**src/rtl/dsc_pkg.sv**
```systemverilog
package dsc_pkg;
  localparam int unsigned WORD_W     = 32;
  localparam int unsigned NUM_WORDS  = 8;
  localparam int unsigned DESC_W     = WORD_W * NUM_WORDS;
  localparam int unsigned ADDR_W     = $clog2(NUM_WORDS);
  localparam int unsigned CTRL_IDX   = NUM_WORDS - 1;
  localparam int unsigned COMMIT_BIT = WORD_W - 1;
  localparam int unsigned LEVEL_W    = 16;
  typedef logic [DESC_W-1:0] desc_t;
endpackage

```
**src/rtl/dsc_stage.sv**
```systemverilog
module dsc_stage
  import dsc_pkg::*;
(
  input  logic              clk_i,
  input  logic              rst_ni,
  input  logic              wr_en_i,
  input  logic [ADDR_W-1:0] wr_addr_i,
  input  logic [WORD_W-1:0] wr_data_i,
  output logic              commit_o,
  output desc_t             desc_o
);
  logic [NUM_WORDS-1:0][WORD_W-1:0] word_q;

  always_ff @(posedge clk_i or negedge rst_ni) begin
    if (!rst_ni) begin
      word_q <= '0;
    end else if (wr_en_i) begin
      for (int i = 0; i < NUM_WORDS; i++)
        if (wr_addr_i == ADDR_W'(i)) word_q[i] <= wr_data_i;
    end
  end

  assign commit_o = wr_en_i && (wr_addr_i == ADDR_W'(CTRL_IDX)) && wr_data_i[COMMIT_BIT];

  // control word comes straight from the bus so the commit write itself is enqueued
  always_comb begin
    for (int i = 0; i < NUM_WORDS; i++)
      desc_o[i*WORD_W +: WORD_W] = (i == CTRL_IDX) ? wr_data_i : word_q[i];
  end
endmodule

```
**src/rtl/dsc_fifo.sv**
```systemverilog
module dsc_fifo #(
  parameter int unsigned DEPTH   = 8,
  parameter int unsigned WIDTH   = 256,
  parameter int unsigned LEVEL_W = 16
) (
  input  logic               clk_i,
  input  logic               rst_ni,
  input  logic               push_i,
  input  logic [WIDTH-1:0]   data_i,
  input  logic               ready_i,
  output logic               valid_o,
  output logic [WIDTH-1:0]   data_o,
  output logic               full_o,
  output logic               empty_o,
  output logic [LEVEL_W-1:0] level_o,
  output logic               drop_o
);
  localparam int unsigned PTR_W = (DEPTH > 1) ? $clog2(DEPTH) : 1;
  localparam int unsigned CNT_W = $clog2(DEPTH + 1);

  logic [WIDTH-1:0] mem_q [DEPTH];
  logic [PTR_W-1:0] wr_ptr_q, rd_ptr_q;
  logic [CNT_W-1:0] cnt_q;
  logic             drop_q;
  logic             push_ok, pop_ok;

  function automatic logic [PTR_W-1:0] ptr_inc(input logic [PTR_W-1:0] p);
    return (p == PTR_W'(DEPTH - 1)) ? '0 : p + PTR_W'(1);
  endfunction

  assign full_o  = (cnt_q == CNT_W'(DEPTH));
  assign empty_o = (cnt_q == '0);
  assign valid_o = !empty_o;
  assign push_ok = push_i && !full_o;
  assign pop_ok  = valid_o && ready_i;

  always_ff @(posedge clk_i) begin
    if (push_ok) mem_q[wr_ptr_q] <= data_i;
  end

  always_ff @(posedge clk_i or negedge rst_ni) begin
    if (!rst_ni) begin
      wr_ptr_q <= '0;
      rd_ptr_q <= '0;
      cnt_q    <= '0;
      drop_q   <= 1'b0;
    end else begin
      if (push_ok) wr_ptr_q <= ptr_inc(wr_ptr_q);
      if (pop_ok)  rd_ptr_q <= ptr_inc(rd_ptr_q);
      if (push_ok && !pop_ok)      cnt_q <= cnt_q + CNT_W'(1);
      else if (pop_ok && !push_ok) cnt_q <= cnt_q - CNT_W'(1);
      drop_q <= push_i && full_o;
    end
  end

  assign data_o  = mem_q[rd_ptr_q];
  assign level_o = LEVEL_W'(cnt_q);
  assign drop_o  = drop_q;
endmodule

```
**src/rtl/dsc_commit_port.sv**
```systemverilog
module dsc_commit_port
  import dsc_pkg::*;
#(
  parameter int unsigned DEPTH = 8
) (
  input  logic                clk_i,
  input  logic                rst_ni,
  input  logic                wr_en_i,
  input  logic [2:0]          wr_addr_i,
  input  logic [31:0]         wr_data_i,
  output logic                desc_valid_o,
  input  logic                desc_ready_i,
  output logic [255:0]        desc_data_o,
  output logic                q_full_o,
  output logic                q_empty_o,
  output logic [15:0]         q_level_o,
  output logic                commit_drop_o
);
  logic  commit;
  desc_t staged;

  dsc_stage u_stage (
    .clk_i     (clk_i),
    .rst_ni    (rst_ni),
    .wr_en_i   (wr_en_i),
    .wr_addr_i (wr_addr_i),
    .wr_data_i (wr_data_i),
    .commit_o  (commit),
    .desc_o    (staged)
  );

  dsc_fifo #(.DEPTH(DEPTH), .WIDTH(DESC_W), .LEVEL_W(LEVEL_W)) u_fifo (
    .clk_i   (clk_i),
    .rst_ni  (rst_ni),
    .push_i  (commit),
    .data_i  (staged),
    .ready_i (desc_ready_i),
    .valid_o (desc_valid_o),
    .data_o  (desc_data_o),
    .full_o  (q_full_o),
    .empty_o (q_empty_o),
    .level_o (q_level_o),
    .drop_o  (commit_drop_o)
  );
endmodule

```
**config.mk**
```make
export PLATFORM = sky130hd
export DESIGN_NAME = dsc_commit_port
export DESIGN_NICKNAME = d
export VERILOG_FILES = /design/src/rtl/dsc_pkg.sv /design/src/rtl/dsc_stage.sv /design/src/rtl/dsc_fifo.sv /design/src/rtl/dsc_commit_port.sv
export SDC_FILE = /design/constraint.sdc
export NUM_CORES = 2
export LEC_CHECK = 0
export ABC_AREA = 1
export BUFFER_PORTS_ARGS = -buffer_cell sky130_fd_sc_hd__buf_2
export CORE_ASPECT_RATIO = 1.5
export CORE_MARGIN = 2
export CORE_UTILIZATION = 45
export DETAILED_ROUTE_END_ITERATION = 16
export SYNTH_ARGS = -nofsm -noshare
export SYNTH_HDL_FRONTEND = slang
export SYNTH_SLANG_ARGS = --single-unit
export TNS_END_PERCENT = 5
```
**constraint.sdc**
```tcl
create_clock -name clk_i -period 23.4 [get_ports clk_i]
set_input_delay 4.68 -clock clk_i [delete_from_list [all_inputs] [get_ports clk_i]]
set_output_delay 4.68 -clock clk_i [all_outputs]
set_load 0.005 [all_outputs]
```
==> reports/summary.txt <==
I/O pin total: 315
port bufs: 302
CTS Sinks: 2,283
Layout Utilization: 50.5%
worst hold path cell count: 2
DRT Pass-1 Iters: 6
WL/cell: 23.2 um
Crit path arrival time: 6.40 ns
Final min period: 11.08 ns
via count: 57,500
area leader, netlist: edfxtp_1
count of hold-fix buffers inserted at cts: 0
vias per cell: 5.38
WL final: 248 mm
Hold Crit Class: reg -> reg
Iteration-0 DRC Markers: 5,417
DRT antenna net count: 0
required time of the critical path: 18.72 ns
crit path max fanout: 270
Setup violations, final: 0
largest cells by area after synthesis: edfxtp_1 (68%), nand2_1 (13%), dfrtp_1 (6.5%)
max layer used: met5
YS warnings: 0
total negative slack: 0 ns
DR DRC count: 0
failing checks: max-slew violations
initial antenna violation count: 30
Clock Tree Buf Depth: 4
core area: 198,000 um2
Max Clk Rate: 90.2 MHz
fill count: 17,200
cts repair resizes: 0
status: finished, violations left
die area: 203,000 um2
area occupied by multi-input gates: 20,200 um2
Die X: 369 um
die height: 551 um
wire length on met1: 102 mm
Gate Count Post-Synth: 7,676
most frequent cell on the critical path: nand2_1
layout cells sized above 1: 8.80%
Slew @ Worst Pin: 1.63 ns
RSZ-0062 raised after global routing: no
Clock Latency Late Sink: 0.86 ns
met3 routed WL: 17.9 mm
post-CTS setup buffer count: 0
Starting Density: 45.3%
CTS root buffer: clkbuf_16
RR Startpoint: u_fifo.cnt_q[0]
Synth top area share: 68.4%
Slew Viols, Final: 105
Final Hold Viols: 0
Area Overhead vs Synth: 11.4%
CTS tree: built
dpl hpwl: 126 mm
Row Count: 200
most frequent cells in the layout: nand2_1 (3,077), edfxtp_1 (2,048), o21ai_0 (742)
CTS H-tree depth: 4
power density cells: 118 nW/um2
Critical-path top delay cell: buf_4
Worst Hold End: u_fifo.cnt_q[2]
Final nets: 7,898
worst vdd ir: 148 uV
crit-path cells: inv_16, buf_4, buf_4, buf_4, nand2_1, nand2_1, nand2_1, o21ai_1, nand2_1, nand2_1, buf_2
Worst setup SP type: register
register area share after synthesis: 75.0%
cts bufs inserted: 216
post-synth cell types: 23
first-pass GRT wire length: 363 mm
largest net degree at the start of global routing: 271
vias in the first global route: 56,000
max-capacitance violation count: 0
Overflow after GRT: 0
slew margin rel.: -8.40%
Crit Path Category: reg -> out
min-delay src: u_fifo.cnt_q[2]
total track usage: 24.1%
Synth Register Bits: 2,283
Post-Synthesis Cell Area: 89,900 um2
Synth Area per Inst: 11.7 um2
clk_skew: 0.0551 ns
Critical Path End Type: primary output
WL met2: 121 mm
commonest non-fill, non-tap cell in the layout: nand2_1
worst r2r path cells: 7
end of the worst register-to-register path: u_fifo.mem_q[6][147]
largest stage delay on the critical path: 0.92 ns
leakage: 0.0379 uW
Placer Congestion: 0.767
Final Cycle Share: 47.4%
sequential cell area: 67,400 um2
register-to-register setup slack: 18.56 ns
clock transition at the registers of the reported paths: 0.06 ns
[power by group]
group | switching, uW | total, uW | internal, uW
Clock | 1470 | 3320 | 1850
Sequential | 233 | 4930 | 4700
Combinational | 2520 | 3530 | 1010
Total | 4230 | 11800 | 7560
[how the worst max path moves through the flow]
| stage | from | end | slack, ns | depth (start not counted) |
|---|---|---|---|---|
| final | u_fifo.rd_ptr_q[0] | desc_data_o[113] | 12.32 | 11 |
| after detailed placement | u_fifo.rd_ptr_q[0] | desc_data_o[113] | 13.34 | 11 |
| after CTS | u_fifo.rd_ptr_q[0] | desc_data_o[113] | 12.48 | 11 |
| after global placement | u_fifo.rd_ptr_q[0] | desc_data_o[113] | 13.35 | 11 |
| after global routing | u_fifo.rd_ptr_q[0] | desc_data_o[113] | 12.12 | 11 |
| after floorplan | wr_data_i[31] | u_fifo.mem_q[1][0] | 6.75 | 4 |
[routing by layer]
layer,track usage (%),vias to the layer above
met2,40.9,2022
met1,31.8,28600
met3,3.77,314
li1,-,26500
met4,7.41,8
met5,0,-
[cell type report]
cell class / count / share of cell area, %
diodes: 35 / 0.0875
clock buffers: 289 / 5.90
clock inverters: 99 / 0.681
inverters: 51 / 0.222
multi-input cells: 4902 / 20.1
flip-flops and latches: 2283 / 67.3
well taps: 2626 / 3.28
repair buffers: 397 / 2.38
[cell usage after synthesis (all sizes together)]
cell type     n
edfxtp     2048
nor3          1
nor2        531
clkbuf      246
dfrtp       235
a21oi         1
buf         205
fa            1
inv          51
nand2      3084
xnor2         2
conb          1
ha            7
nand3b        1
or2           2
o21ai      1250
nand3        10
[worst max-delay path: cells and delay by family, from the launching register on]
kind	cells	cell delay, ns
buffers and inverters	5	3.30
AO/OA/AOI/OAI	1	0.12
flip-flops	1	0.80
AND/OR/NAND/NOR	5	0.60
[sequential cells by signal (all words and copies together) (netlist names)]
name / flops
u_stage.desc_o: 224
u_fifo.wr_ptr_q: 3
u_fifo.rd_ptr_q: 3
u_fifo.cnt_q: 4
u_fifo.drop_o: 1
u_fifo.mem_q: 2048
[cells by family (layout without fill, tap and decap cells)]
group                      count (synthesis)  after routing  share of synthesized area, %
AOI/OAI and AO/OA                       1251           1251                          6.97
xor gates and xnor gates                   2              2                        0.0195
and+or+nand+nor                         3629           3629                          15.2
other                                      1             47                       0.00417
adders and majority gates                  8              8                         0.120
buffers and inverters                    502            836                          2.73
DFF                                     2283           2283                          75.0
[per-stage QoR]
stage	setup WS [ns]	std cells	power, uW	instance area [um2]	hold WS [ns]
after CTS	12.48	10600	11900	100000	0.569
final	12.32	10700	11800	100000	0.559
after global routing	12.12	10700	12400	100000	0.597
after detailed placement	13.34	10300	8580	93400	0.556
after floorplan	6.75	7687	7130	89900	0.519
after global placement	13.35	10300	8530	93400	0.544
Power figures use the tool's default switching activity.
